===== config.mk =====
export PLATFORM = sky130hd
export DESIGN_NAME = irq_gather
export DESIGN_NICKNAME = d
export VERILOG_FILES = /design/src/rtl/irq_gather.sv
export SDC_FILE = /design/constraint.sdc
export NUM_CORES = 1
export LEC_CHECK = 0
export BUFFER_PORTS_ARGS = -buffer_cell sky130_fd_sc_hd__buf_2
export CORE_MARGIN = 3
export CORE_UTILIZATION = 43
export DETAILED_ROUTE_END_ITERATION = 10
export GPL_ROUTABILITY_DRIVEN = 0
export PLACE_DENSITY = 0.81
export SLEW_MARGIN = 40
export SYNTH_ARGS = -nofsm -noshare
export SYNTH_HDL_FRONTEND = slang
export SYNTH_SLANG_ARGS = --single-unit

===== constraint.sdc =====
create_clock -name clk -period 2.39 [get_ports clk]
set_input_delay 0.1195 -clock clk [delete_from_list [all_inputs] [get_ports clk]]
set_output_delay 0.1195 -clock clk [all_outputs]
set_load 0.02 [all_outputs]

===== src/rtl/irq_gather.sv =====
module irq_gather #(
  parameter int BANKS  = 4,
  parameter int OTHERS = 6,
  parameter int DW     = 16
) (
  input  logic              clk,
  input  logic              rst_n,
  input  logic [BANKS-1:0]  bank_req,
  input  logic [OTHERS-1:0] periph_req,
  input  logic              reg_rd,
  input  logic              reg_wr,
  input  logic              reg_sel,
  input  logic [DW-1:0]     reg_wdata,
  output logic [DW-1:0]     reg_rdata,
  output logic              host_irq
);
  localparam int SRCS = BANKS + OTHERS;
  localparam int GEN  = DW - 1;

  logic [SRCS-1:0]   stat_q;
  logic [OTHERS-1:0] en_q;
  logic              gen_q;
  logic              gap_q;
  logic              irq_q;
  logic              pend;
  logic [DW-1:0]     stat_word;
  logic [DW-1:0]     mask_word;

  wire unused_wdata = ^reg_wdata[GEN-1:OTHERS];

  assign pend = (|stat_q[BANKS-1:0]) | (|(stat_q[SRCS-1:BANKS] & en_q));

  always_ff @(posedge clk or negedge rst_n) begin
    if (!rst_n) begin
      stat_q <= '0;
      en_q   <= '0;
      gen_q  <= 1'b0;
      gap_q  <= 1'b0;
      irq_q  <= 1'b0;
    end else begin
      stat_q <= {periph_req, bank_req};
      gap_q  <= reg_rd & ~reg_sel;
      irq_q  <= gen_q & pend & ~gap_q;
      if (reg_wr && reg_sel) begin
        en_q  <= reg_wdata[OTHERS-1:0];
        gen_q <= reg_wdata[GEN];
      end
    end
  end

  always_comb begin
    stat_word = '0;
    stat_word[SRCS-1:0] = stat_q;
    mask_word = '0;
    mask_word[OTHERS-1:0] = en_q;
    mask_word[GEN] = gen_q;
  end

  assign reg_rdata = reg_sel ? mask_word : stat_word;
  assign host_irq  = irq_q;
endmodule


==> flow_summary_export.csv <==
group,metric,value,unit
timing,fin_crit,1.27,ns
detailed_routing,drc,0,
detailed_routing,met2_length,904,µm
grt,grt_pass1_vias,531,
run,drv_cap,0,
critical_path,crit_required,2.27,ns
grt,grt.total_usage,0.154,
clock_tree,clock-sinks,19,
power,power_density,637,nW/µm²
power,leakagePower,0.517,nW
detailed_routing,wl_met1,634,µm
logic_synthesis,synth_area,758,µm²
cells_and_area,syn_to_final_growth,38.4,%
die,die_w,48.0,µm
clock_tree,ctsResizeCount,0,
detailed_routing,wl_met3,99,µm
critical_path,crit_start,"en_q[0]$_DFFE_PN0P_",
grt,grt_pass1_wl,2350,µm
cells_and_area,n_antenna_cell,0,
die,io_pins,48,
power,p_total,669,µW
detailed_routing,drt-initial-drc-count,11,
cells_and_area,layout_commonest_cell,"buf_2",
grt,grt-ovfl-total,0,
critical_path,cp.arrival,1.15,ns
die,die_h,48.0,µm
detailed_routing,wirelength,1640,µm
cells_and_area,stdcell_count,114,
grt,grt_max_degree,20,
critical_path,regToRegStartpoint,"stat_q[3]$_DFF_PN0_",
timing,tns,0,ns
detailed_routing,via_count,556,
timing,timing.fmax,0.785,GHz
critical_path,critPathMaxFanout,3,
logic_synthesis,ys_seq_area_frac,0.627,
detailed_routing,final_antenna_net_count,0,
detailed_routing,viasPerCell,4.88,
timing,skew,0.00694,ns
cells_and_area,nFillCells,132,
critical_path,cp-end-kind,"primary output",
critical_path,rrSetupSlack,1.39,ns
cells_and_area,fin_util,0.666,
critical_path,critPathMaxStageDelay,0.42,ns
cells_and_area,drive_gt1_frac,0.510,
critical_path,cp.buffers_inverters,1,
logic_synthesis,synth_seq_cells,19,
critical_path,cp-start-kind,"flop",
hold_path,hp-start,"reg_rd",
critical_path,crit_path_cell_trace,"mux2_2 -> buf_2",
detailed_routing,dr.pass1.iters,4,
die,core-area,1580,µm²
logic_synthesis,yosys.cell_types.count,11,
detailed_routing,maxUsedRoutingLayer,"met3",
timing,hold_viol_final,0,
die,start_util,0.481,
grt,antenna_found_initial,0,
clock_tree,clk_path_buf_depth,2,
timing,rsz0062_at_grt,"no",
power,peakVddDrop,0.000444,V
logic_synthesis,synthCells,52,
timing,slew_viol_final,0,
cells_and_area,layout_common_cells,"33 x buf_2, 19 x dfrtp_1, 13 x mux2_2",
clock_tree,cts_made_buffers,3,
cells_and_area,final_nets,130,
timing,whs,0.0417,ns
clock_tree,worstSkewPairLatency,0.29,ns
hold_path,hp-class,"in -> reg",
place,dp_cells,99,
clock_tree,cts_setup_buffers,0,
clock_tree,cts.htree.levels,1,
clock_tree,hold_buffers,11,
place,dpl.hpwl,1070,µm
timing,finalSetupViolCount,0,
clock_tree,cts_root_buf,"clkbuf_4",
place,port-buffer-count,33,
clock_tree,cts_tree,"done",
logic_synthesis,syn-mean-instance-area,14.6,µm²
critical_path,cpMaxStageDelayCell,"dfrtp_1",
die,row_count,14,
die,dieArea,2300,µm²
timing,fin_crit_sh,0.533,
critical_path,critPathTopFamily,"flip-flops",
critical_path,path_class,"reg -> out",
detailed_routing,wire_per_inst,14.4,µm
logic_synthesis,ys_warn_count,0,
outcome,status,"finished, final reports clean",
clock_tree,clkTransAtPathRegs,0.10,ns
==> layout make-up <==
cell class	instances	area [µm²]	area share
clock buffer	4	26.3	0.0250
tap	16	20.0	0.0191
timing repair buffer	44	275	0.262
sequential	19	475	0.453
multi-input combinational	31	253	0.241
==> logic make-up after synthesis <==
group / Yosys count / synth area share
flip-flops: 19 / 0.627
multiplexers: 13 / 0.193
AND/OR/NAND/NOR: 9 / 0.0743
buffers and inverters: 6 / 0.0594
AO/OA/AOI/OAI: 4 / 0.0413
other: 1 / 0.00495
==> worst paths after layout <==
kind,endpoint,cells after the start
setup / recovery,reg_rdata[0],2
hold / removal,gap_q$_DFF_PN0_,2
setup reg to reg,host_irq$_DFF_PN0_,2
hold reg to reg,host_irq$_DFF_PN0_,2
max in group asynchronous,stat_q[8]$_DFF_PN0_,2
min in group asynchronous,en_q[3]$_DFFE_PN0P_,2
==> power breakdown <==
group	leakage [nW]	internal (mW)	switching [mW]	total [mW]
clock network	0.0150	0.0650	0.0918	0.157
logic	0.278	0.0708	0.0721	0.143
registers	0.224	0.351	0.0190	0.370
total	0.517	0.486	0.183	0.669
==> sequential cells by signal, indices dropped and copies added, names as in the netlist <==
signal,cells
gen_q,1
host_irq,1
stat_q,10
gap_q,1
en_q,6
==> routing by layer <==
| layer | vias up | track usage |
|---|---|---|
| met5 | - | 0 |
| met4 | 0 | 0.0484 |
| met3 | 0 | 0.0451 |
| met2 | 25 | 0.269 |
| met1 | 270 | 0.181 |
| li1 | 261 | - |
==> synth_stat cells <==
cell / instances / share of area
dfrtp_1: 19 / 0.63
mux2_2: 13 / 0.19
buf_4: 6 / 0.059
nor2b_1: 5 / 0.041
a22oi_1: 3 / 0.030
a41oi_1: 1 / 0.012
and2_1: 1 / 0.0083
conb_1: 1 / 0.0049
nand2_2: 1 / 0.0083
nand2b_1: 1 / 0.0083
nor4_1: 1 / 0.0083
==> per-stage QoR <==
stage	instance area [µm²]	worst slack (ns)
after global routing	1050	1.06
after CTS	1050	1.14
after detailed placement	913	1.36
after global placement	913	1.38
after floorplan	773	1.52
final	1050	1.12
(Power assumes the default switching activity.)
